## config.mk

```make
export PLATFORM = sky130hd
export DESIGN_NAME = ca_cmd_decoder
export DESIGN_NICKNAME = d
export VERILOG_FILES = /design/src/rtl/ca_decode_pkg.sv /design/src/rtl/ca_decode_ctrl.sv /design/src/rtl/ca_decode_dp.sv /design/src/rtl/ca_cmd_decoder.sv
export SDC_FILE = /design/constraint.sdc
export NUM_CORES = 1
export LEC_CHECK = 0
export BUFFER_PORTS_ARGS = -buffer_cell sky130_fd_sc_hd__buf_2
export CAP_MARGIN = 20
export CORE_MARGIN = 4
export CORE_UTILIZATION = 46
export CTS_BUF_LIST = sky130_fd_sc_hd__clkbuf_8 sky130_fd_sc_hd__clkbuf_16
export CTS_CLUSTER_DIAMETER = 80
export DETAILED_ROUTE_END_ITERATION = 10
export GPL_TIMING_DRIVEN = 0
export PLACE_DENSITY = 0.76
export SYNTH_ARGS = -nofsm -noshare
export SYNTH_HDL_FRONTEND = slang
export SYNTH_SLANG_ARGS = --single-unit
```

## constraint.sdc

```tcl
create_clock -name clk -period 1.9 [get_ports clk]
set_input_delay 0.38 -clock clk [delete_from_list [all_inputs] [get_ports clk]]
set_output_delay 0.38 -clock clk [all_outputs]
set_load 0.01 [all_outputs]
```

## src/rtl/ca_decode_pkg.sv

```systemverilog
package ca_decode_pkg;
  localparam int CA_W  = 14;
  localparam int OPC_W = 3;
  localparam int MRA_W = 8;
  localparam int MRD_W = 8;
  localparam int PRE_W = 3;
  localparam int POST_W = 2;
  localparam int ALT_BIT = 3;
  localparam int POST_LSB = 6;

  localparam logic [OPC_W-1:0] OPC_WRITE = 3'b100;
  localparam logic [OPC_W-1:0] OPC_MRW   = 3'b110;

  localparam logic [MRA_W-1:0] MRA_BURST = 8'h00;
  localparam logic [MRA_W-1:0] MRA_AMBLE = 8'h08;
  localparam logic [MRA_W-1:0] MRA_CRC   = 8'h32;

  localparam logic [PRE_W-1:0]  PRE_RESET  = 3'd1;
  localparam logic [POST_W-1:0] POST_RESET = 2'd0;

  typedef struct packed {
    logic setBurst;
    logic setAmble;
    logic setCrc;
    logic issueWrite;
    logic useAlt;
  } ctlStrobe_t;
endpackage

```

## src/rtl/ca_decode_ctrl.sv

```systemverilog
module ca_decode_ctrl
  import ca_decode_pkg::*;
(
  input  logic             clk,
  input  logic             rstN,
  input  logic             csNIn,
  input  logic [OPC_W-1:0] opcIn,
  input  logic             altIn,
  input  logic [MRA_W-1:0] addrIn,
  output ctlStrobe_t       strb
);
  logic             mrwPending;
  logic [MRA_W-1:0] mrwAddr;
  logic             cmdValid;
  logic             isMrw;

  always_comb begin
    cmdValid        = !csNIn && !mrwPending;
    isMrw           = cmdValid && (opcIn == OPC_MRW);
    strb.issueWrite = cmdValid && (opcIn == OPC_WRITE);
    strb.useAlt     = altIn;
    strb.setBurst   = mrwPending && (mrwAddr == MRA_BURST);
    strb.setAmble   = mrwPending && (mrwAddr == MRA_AMBLE);
    strb.setCrc     = mrwPending && (mrwAddr == MRA_CRC);
  end

  always_ff @(posedge clk or negedge rstN) begin
    if (!rstN) begin
      mrwPending <= 1'b0;
      mrwAddr    <= '0;
    end else begin
      mrwPending <= isMrw;
      if (isMrw) mrwAddr <= addrIn;
    end
  end

  AST_CS_GATE: assert property (@(posedge clk) disable iff (!rstN)
    csNIn |-> !strb.issueWrite);
  AST_DATA_NOT_CMD: assert property (@(posedge clk) disable iff (!rstN)
    mrwPending |-> !strb.issueWrite);
  AST_ONE_TARGET: assert property (@(posedge clk) disable iff (!rstN)
    $onehot0({strb.setBurst, strb.setAmble, strb.setCrc}));
endmodule

```

## src/rtl/ca_decode_dp.sv

```systemverilog
module ca_decode_dp
  import ca_decode_pkg::*;
#(
  parameter int CA_WIDTH = CA_W
) (
  input  logic                clk,
  input  logic                rstN,
  input  logic [CA_WIDTH-1:0] caIn,
  input  logic                csNIn,
  input  ctlStrobe_t          strb,
  output logic [CA_WIDTH-1:0] caOut,
  output logic                csNOut,
  output logic                wrStart,
  output logic                wrBurst8,
  output logic                wrCrcEn,
  output logic                cfgBurst8,
  output logic [PRE_W-1:0]    cfgPreamble,
  output logic [POST_W-1:0]   cfgPostamble,
  output logic                cfgCrcEn
);
  logic [MRD_W-1:0] mrData;
  assign mrData = caIn[MRD_W-1:0];

  always_ff @(posedge clk or negedge rstN) begin
    if (!rstN) begin
      caOut    <= '0;
      csNOut   <= 1'b1;
      wrStart  <= 1'b0;
      wrBurst8 <= 1'b0;
      wrCrcEn  <= 1'b0;
    end else begin
      caOut    <= caIn;
      csNOut   <= csNIn;
      wrStart  <= strb.issueWrite;
      wrBurst8 <= strb.issueWrite && strb.useAlt && cfgBurst8;
      wrCrcEn  <= strb.issueWrite && cfgCrcEn;
    end
  end

  always_ff @(posedge clk or negedge rstN) begin
    if (!rstN) begin
      cfgBurst8    <= 1'b0;
      cfgPreamble  <= PRE_RESET;
      cfgPostamble <= POST_RESET;
      cfgCrcEn     <= 1'b0;
    end else begin
      if (strb.setBurst) cfgBurst8 <= mrData[0];
      if (strb.setAmble) begin
        cfgPreamble  <= mrData[PRE_W-1:0];
        cfgPostamble <= mrData[POST_LSB +: POST_W];
      end
      if (strb.setCrc) cfgCrcEn <= mrData[0];
    end
  end

  AST_CA_FORWARD: assert property (@(posedge clk) disable iff (!rstN)
    rstN |=> (caOut == $past(caIn)) && (csNOut == $past(csNIn)));
  AST_BURST_HOLD: assert property (@(posedge clk) disable iff (!rstN)
    !strb.setBurst |=> $stable(cfgBurst8));
  AST_CRC_HOLD: assert property (@(posedge clk) disable iff (!rstN)
    !strb.setCrc |=> $stable(cfgCrcEn));
  AST_AMBLE_HOLD: assert property (@(posedge clk) disable iff (!rstN)
    !strb.setAmble |=> $stable(cfgPreamble) && $stable(cfgPostamble));
  AST_DEFAULT_BL: assert property (@(posedge clk) disable iff (!rstN)
    strb.issueWrite && !strb.useAlt |=> wrStart && !wrBurst8);
  AST_CRC_FOLLOW: assert property (@(posedge clk) disable iff (!rstN)
    strb.issueWrite |=> wrCrcEn == $past(cfgCrcEn));
endmodule

```

## src/rtl/ca_cmd_decoder.sv

```systemverilog
module ca_cmd_decoder
  import ca_decode_pkg::*;
#(
  parameter int CA_WIDTH = CA_W
) (
  input  logic                clk,
  input  logic                rstN,
  input  logic [CA_WIDTH-1:0] caIn,
  input  logic                csNIn,
  output logic [CA_WIDTH-1:0] caOut,
  output logic                csNOut,
  output logic                wrStart,
  output logic                wrBurst8,
  output logic                wrCrcEn,
  output logic                cfgBurst8,
  output logic [PRE_W-1:0]    cfgPreamble,
  output logic [POST_W-1:0]   cfgPostamble,
  output logic                cfgCrcEn
);
  ctlStrobe_t strb;

  ca_decode_ctrl u_ctrl (
    .clk    (clk),
    .rstN   (rstN),
    .csNIn  (csNIn),
    .opcIn  (caIn[OPC_W-1:0]),
    .altIn  (caIn[ALT_BIT]),
    .addrIn (caIn[OPC_W +: MRA_W]),
    .strb   (strb)
  );

  ca_decode_dp #(.CA_WIDTH(CA_WIDTH)) u_dp (
    .clk          (clk),
    .rstN         (rstN),
    .caIn         (caIn),
    .csNIn        (csNIn),
    .strb         (strb),
    .caOut        (caOut),
    .csNOut       (csNOut),
    .wrStart      (wrStart),
    .wrBurst8     (wrBurst8),
    .wrCrcEn      (wrCrcEn),
    .cfgBurst8    (cfgBurst8),
    .cfgPreamble  (cfgPreamble),
    .cfgPostamble (cfgPostamble),
    .cfgCrcEn     (cfgCrcEn)
  );
endmodule

```

# After elaboration in Yosys (flattened, before gate mapping)
# Cells that the tools add are included.
# Widths: inputs -> output; s select.
op_classes:
  n_eq_ne: 4
  reduce_logical: 12
ops:
  columns: ["cell", "count"]
  rows:
  - ["$logic_and 1x1->1", 9]
  - ["$eq 8x4->1 const B", 1]
  - ["$eq 8x6->1 const B", 1]
  - ["$logic_not 8->1", 1]
  - ["$eq 3x3->1 const B", 2]
  - ["$logic_not 1->1", 2]
totals:
  output_inout_bits: 25
  regBits: 34
  in_bits: 17

# Logic depth before layout (Yosys ltp)
# Gate-level depths: netlist of run 1.
logic_depth:
  depth_word: 5
  mapped_depth: 4

# Modules after synthesis
# Synthesis of run 1 repeated with hierarchy kept, for this count alone.
hier_totals:
  hier_cells: 63
  area_unflattened_um2: 1134.8
modules_own_cells:
  columns: ["module", "area_per_inst_um2", "seq_area_each_um2", "cells_per_inst", "n_inst"]
  rows:
  - ["ca_decode_dp", 719.4, 628.1, 34, 1]
  - ["ca_decode_ctrl", 415.4, 225.2, 29, 1]

# Worst setup path before layout of run 1
# No wires, ideal clock.
synth_timing:
  path_type: "reg-to-reg"
  start: "reg u_ctrl.mrwAddr[7]"
  end: "reg u_dp.cfgBurst8"
  path_slack_ps: 201
  arrival_ps: 1574
  setup_time_ps: 125
  period_less_slack_ps: 1699
  path_stages_with_launch: 4
  required_time_ps: 1775
  cell_sequence: "dfrtp_1 > or4_4 > or3b_1 > mux2_4"
synth_between:
  elab_chain_len: 2
synth_lines:
  columns: ["element", "line_no", "rtl"]
  rows:
  - ["start: declaration", "ca_decode_ctrl.sv:13", "logic [MRA_W-1:0] mrwAddr;"]
  - ["start signal: assignment", "ca_decode_ctrl.sv:33", "if (isMrw) mrwAddr <= addrIn;"]
  - ["$logic_not 8->1", "ca_decode_ctrl.sv:22", "strb.setBurst = mrwPending && (mrwAddr == MRA_BURST);"]
  - ["$logic_and 1x1->1", "ca_decode_ctrl.sv:22", null]
  - ["end signal: assignment", "ca_decode_dp.sv:47", "if (strb.setBurst) cfgBurst8 <= mrData[0];"]
  - ["end: declaration", "ca_decode_dp.sv:16", "output logic cfgBurst8,"]
# Every way passes these cells.
# A chain may end at the register's enable or synchronous reset.

# Worst setup path in the final report of run 1
# Same ends and word-level chain as after synthesis.

==> key figures, run 1 <==
Status
  • Status: finished clean

Clocking
  • Clock slew at reported path FFs: 0.06 ns
  • Hold_buf cts: 0
  • Bufs on Longest Clock Path: 2
  • Clock Sinks: 34
  • Clock latency on the worst-skew pair: 0.28 ns
  • H-tree levels: 2
  • Postcts setup bufs: 0
  • Post_cts resized: 0
  • CTS tree: built
  • Root Buffer: clkbuf_8
  • CTS buffer count: 5

Yosys
  • Post-Synthesis Cells: 63
  • Area of the mapped netlist: 0.00112 sq mm
  • Mapped Nets: 80
  • Yosys warns: 0
  • Register bit total from synthesis: 34
  • Average size of a mapped cell: 17.8 sq um
  • Register area share after synthesis: 76.0%
  • Distinct cells, synth: 16

Setup path
  • CP max-delay cell: or4_4
  • Critical path required time: 2.06 ns
  • Critical-path cell list: or4_4, or3b_1, mux2_4
  • Critical path arrival: 1.93 ns
  • Max incr delay on CP: 0.54 ns
  • Critical path capture point type: flip-flop
  • CP Max Fanout: 3
  • Critical path type: reg2reg
  • Worst Setup Start Kind: flip-flop

Cells and area
  • Most common cell after layout, fill and taps aside: buf_2
  • Final Util: 65.1%
  • Diodes inserted: 0
  • Area Growth Syn to Fin: 32.0%
  • Final #Nets: 128
  • Fraction of layout cells with a size suffix above 1: 59.8%
  • Commonest cells after routing, fill and taps aside: buf_2 (41), dfrtp_1 (32), mux2_2 (14), clkbuf_8 (5), inv_1 (3)
  • Filler instances: 179

Timing
  • Post-Route Setup TNS: 0 ns
  • Final worst slack: 0.132 ns
  • Clk_skew: 0.00510 ns
  • Final hold viol count: 0
  • Final period utilization: 93.1%
  • Unrepaired setup endpoints after global routing: no
  • # setup viols final: 0
  • Final hold slack: 0.156 ns
  • Slew Viols, Final: 0
  • Peak Freq: 565 MHz
  • Worst-Margin Slew: 0.712 ns
  • Max-slew headroom: 52.6%
  • Tmin final: 1.77 ns

Floorplanning
  • # IOs: 42
  • Core area: 0.00228 sq mm
  • Rows: 17
  • Initial Util: 49.3%
  • Die Y: 57.4 um
  • Die width: 57.4 um
  • Die area: 0.00329 sq mm

Global route
  • Vias in the first global route: 694
  • Total congestion overflow: 0
  • Global-route wire length before repair: 3.13 mm
  • Global Route Usage Sum: 12.7%
  • Initial antenna violation count: 0
  • Pin count of the biggest net entering global routing: 35

Worst hold path
  • HP Class: in2async

Detailed routing
  • First drt pass iteration count: 2
  • DRT antenna net count: 0
  • Vias/cell: 4.89
  • DRT iter0 DRCs: 7
  • Vias: 685
  • Number of remaining DRC errors: 0
  • Drt total wl: 1.88 mm
  • Routed WL per cell: 13.4 um

Pwr
  • Power Dens Cells: 1070 mW/mm^2
  • Static Leak: 0.767 nW
  • Max IR drop VDD: 789 uV

Place
  • Dpl ws: 0.126 ns
  • Gpl congestion: 0.699
  • Port buffer count: 41

Run
  • Max-Cap Viols: 0
==> where the power goes <==
part | internal (mW) | switching (mW)
Combinational | 0.0795 | 0.0652
Clock | 0.381 | 0.230
Sequential | 0.793 | 0.0422
Total | 1.25 | 0.338
==> worst paths after layout <==
| kind | startpoint | endpoint | slack (ns) | depth (start not counted) |
|---|---|---|---|---|
| worst max-delay path | u_ctrl.mrwAddr[7]$_DFFE_PN0P_ | u_dp.cfgBurst8$_DFFE_PN0P_ | 0.13 | 3 |
| worst min-delay path | rstN | u_dp.caOut[6]$_DFF_PN0_ | 0.16 | 1 |
| worst max register to register | u_ctrl.mrwAddr[7]$_DFFE_PN0P_ | u_dp.cfgBurst8$_DFFE_PN0P_ | 0.13 | 3 |
| worst min register to register | u_dp.cfgPostamble[0]$_DFFE_PN0P_ | u_dp.cfgPostamble[0]$_DFFE_PN0P_ | 0.50 | 1 |
| max in group asynchronous | rstN | u_dp.caOut[0]$_DFF_PN0_ | 1.29 | 1 |
| min in group clk | caIn[11] | u_dp.caOut[11]$_DFF_PN0_ | 0.21 | 1 |
==> cells in the mapped netlist (all sizes together) <==
cell    number  area share, %
and2         1           0.56
or3b         1           0.78
nor2b        1           0.56
nand2        1           0.33
clkbuf       1           0.33
and4b        1           0.89
nor3         1           0.45
mux2        15             15
dfstp        2            4.7
or4          1            1.0
nand3        1           0.45
inv          1           0.33
nor4b        3            2.3
and3         1           0.56
dfrtp       32             71
==> through the flow <==
| stage | power (mW) | cell area [sq um] | std cells |
|---|---|---|---|
| floorplan | 0.913 | 1120 | 63 |
| global placement | 0.985 | 1360 | 132 |
| detailed placement | 0.994 | 1360 | 132 |
| CTS | 1.61 | 1470 | 140 |
| global route | 1.67 | 1480 | 140 |
| finish | 1.59 | 1480 | 140 |
==> layer usage <==
| metal | routed length (um) | part of all wire [%] | up-vias | global-route usage (%) |
|---|---|---|---|---|
| li1 | - | - | 315 | - |
| met1 | 746 | 40 | 329 | 15.3 |
| met2 | 863 | 46 | 36 | 19.7 |
| met3 | 231 | 12 | 5 | 5.43 |
| met4 | 35 | 1.9 | 0 | 5.96 |
| met5 | 0 | 0 | - | 0 |
==> worst max-delay path, delay by kind of cell (launching register included) <==
family        cells  cell delay [ns]
mux               1             0.30
flops             1             0.40
simple gates      2             0.95
==> area by class of cell <==
cell class	instances	area, sq um	share of cell area, %
Tap cell	28	35.0	2.36
Multi-Input combinational cell	27	274	18.5
Clock inverter	3	37.5	2.53
Timing Repair Buffer	41	205	13.9
Inverter	1	3.75	0.253
Clock buffer	5	68.8	4.65
Buffer	1	3.75	0.253
Sequential cell	34	853	57.6
==> registers in the layout (all words and copies together), names as in the netlist <==
name,flops
u_dp.csNOut,1
u_dp.cfgPreamble,3
u_dp.wrBurst8,1
u_dp.wrCrcEn,1
u_dp.cfgCrcEn,1
u_dp.cfgBurst8,1
u_dp.cfgPostamble,2
u_ctrl.mrwAddr,8
u_ctrl.mrwPending,1
u_dp.wrStart,1
u_dp.caOut,14
==> cell families after synthesis <==
kind of cell / after synthesis / synth area share, %
buffers and inverters: 2 / 0.668
flip-flops: 34 / 76.0
multiplexers: 15 / 15.4
AND/OR/NAND/NOR: 12 / 7.92
No activity file was read; power rests on OpenSTA's default activity.
==> inputs of run 2 (changes only) <==
--- a/config.mk
+++ b/config.mk
@@ -7,8 +7,11 @@
 export LEC_CHECK = 0
 export BUFFER_PORTS_ARGS = -buffer_cell sky130_fd_sc_hd__buf_2
 export CAP_MARGIN = 20
+export CELL_PAD_IN_SITES_DETAIL_PLACEMENT = 2
+export CELL_PAD_IN_SITES_GLOBAL_PLACEMENT = 2
+export CORE_ASPECT_RATIO = 0.5
 export CORE_MARGIN = 4
-export CORE_UTILIZATION = 46
+export CORE_UTILIZATION = 31
 export CTS_BUF_LIST = sky130_fd_sc_hd__clkbuf_8 sky130_fd_sc_hd__clkbuf_16
 export CTS_CLUSTER_DIAMETER = 80
 export DETAILED_ROUTE_END_ITERATION = 10
==> run 2 against run 1 <==
Against the previous run:
- register-to-register slack got worse by 0.03 ns
- global-route usage increased by 0.92 points
- sequential share of layout area decreased by 0.097 points
- non-clock buffer count decreased by 1
- highest routed layer unchanged
==> key figures, run 2 (same netlist as run 1, synthesis figures left out) <==
Status
  • Status: finished clean

Setup path
  • Critical-path cell list: or4_4, nor4b_1, mux2_2
  • WP buf/inv: 0
  • Critical path required time: 2.07 ns
  • CP max-delay cell: or4_4
  • Critical path type: reg2reg
  • CP top delay family: simple AND/OR/NAND/NOR gates
  • CP Max Fanout: 3
  • Worst Setup Start Kind: flip-flop
  • Critical path capture point type: flip-flop
  • Critical path arrival: 1.97 ns
  • Max incr delay on CP: 0.55 ns

Global route
  • Vias in the first global route: 857
  • Pin count of the biggest net entering global routing: 35
  • Total congestion overflow: 0
  • Initial antenna violation count: 0
  • Global Route Usage Sum: 13.6%
  • Global-route wire length before repair: 4.62 mm

Place
  • Port buffer count: 41
  • Area post-placement: 0.00139 sq mm
  • Gpl congestion: 0.682

Floorplanning
  • # IOs: 42
  • Die width: 93.1 um
  • Core area: 0.00345 sq mm
  • Die Y: 50.5 um
  • Initial Util: 32.5%
  • Die area: 0.00471 sq mm
  • Rows: 15

Detailed routing
  • DRT iter0 DRCs: 10
  • First drt pass iteration count: 4
  • Vias/cell: 4.38
  • Vias: 710
  • Drt total wl: 2.79 mm
  • DRT antenna net count: 0
  • Number of remaining DRC errors: 0
  • Routed WL per cell: 17.2 um

Cells and area
  • Final #Nets: 127
  • Fraction of layout cells with a size suffix above 1: 59.5%
  • Biggest regs: u_dp.caOut (14), u_ctrl.mrwAddr (8), u_dp.cfgPreamble (3)
  • Diodes inserted: 0
  • Most common cell after layout, fill and taps aside: buf_2
  • Largest reg by FF count: u_dp.caOut
  • Area Growth Syn to Fin: 32.2%
  • Final Util: 43.0%
  • Finished Cell Area: 0.00148 sq mm
  • Commonest cells after routing, fill and taps aside: buf_2 (41), dfrtp_1 (32), mux2_2 (14), clkbuf_8 (6), inv_1 (3)
  • Max reg flops: 14

Worst hold path
  • HP Class: in2async

Timing
  • Clk_skew: 0.00194 ns
  • Final hold slack: 0.157 ns
  • Unrepaired setup endpoints after global routing: no
  • Slew Viols, Final: 0
  • Worst-Margin Slew: 0.739 ns
  • Final period utilization: 94.8%
  • Peak Freq: 555 MHz
  • Final hold viol count: 0
  • # setup viols final: 0
  • Tmin final: 1.80 ns
  • Max-slew headroom: 50.8%

Clocking
  • Bufs on Longest Clock Path: 2
  • CTS tree: built
  • CTS buffer count: 5
  • H-tree levels: 2
  • Clock slew at reported path FFs: 0.06 ns
  • Clock Sinks: 34
  • Clock latency on the worst-skew pair: 0.28 ns
  • Root Buffer: clkbuf_8
  • Hold_buf cts: 0

Run
  • Max-Cap Viols: 0

Pwr
  • Static Leak: 0.759 nW
  • Max IR drop VDD: 332 uV
  • Power Dens Cells: 1030 mW/mm^2
-- run 2: cell types whose count changed in the layout (fill, tap and decap cells not counted) --
cell       previous run  this run
bufinv_16             1         0
clkbuf_1              1         0
clkbuf_8              5         6
nor4b_1               1         2
nor4b_2               2         1
-- run 2: final timing paths --
path / from / to / slack (ns) / depth (start not counted)
min reg2reg: u_dp.cfgPostamble[0]$_DFFE_PN0P_ / u_dp.cfgPostamble[0]$_DFFE_PN0P_ / 0.51 / 1
max: u_ctrl.mrwAddr[7]$_DFFE_PN0P_ / u_dp.cfgCrcEn$_DFFE_PN0P_ / 0.1 / 3
max in group asynchronous: rstN / u_dp.cfgPostamble[0]$_DFFE_PN0P_ / 1.28 / 1
min in group clk: caIn[11] / u_dp.caOut[11]$_DFF_PN0_ / 0.20 / 1
max reg2reg: u_ctrl.mrwAddr[7]$_DFFE_PN0P_ / u_dp.cfgCrcEn$_DFFE_PN0P_ / 0.1 / 3
min: rstN / u_dp.caOut[2]$_DFF_PN0_ / 0.16 / 1
-- run 2: layout make-up --
type,count,area (sq um)
fillers,353,1970
flip-flops and latches,34,853
multi-input cells,27,268
repair buffers,41,205
clock buffers,6,82.6
well taps,51,63.8
clock inverters,2,7.51
inverters,1,3.75
-- run 2: report_power, final --
part	leakage [nW]	switching [mW]	internal, mW
Combinational	0.288	0.0707	0.0794
Sequential	0.416	0.0534	0.793
Clock	0.0538	0.244	0.284
Total	0.759	0.368	1.16
-- run 2: metrics by stage --
step           TNS, ns  total power, mW  cells  worst slack (ns)
5_1_grt              0             1.60    162            0.0539
2_1_floorplan        0            0.913     63             0.201
3_5_place_dp    -0.144             1.01    155           -0.0425
3_3_place_gp         0            0.989    155             0.137
6_report             0             1.53    162            0.0997
4_1_cts              0             1.56    163            0.0640
-- run 2: repair_timing --
action,in CTS,in global routing
setup endpoints to repair,5,2
pin swaps,0,0
gates resized for setup,1,0
buffers inserted,0,0
-- run 2: routing by layer --
metal | share of wire [%] | global-route usage (%)
met1 | 38 | 13.9
met2 | 55 | 25.1
met3 | 4.0 | 3.89
met4 | 2.6 | 8.03
met5 | 0 | 0
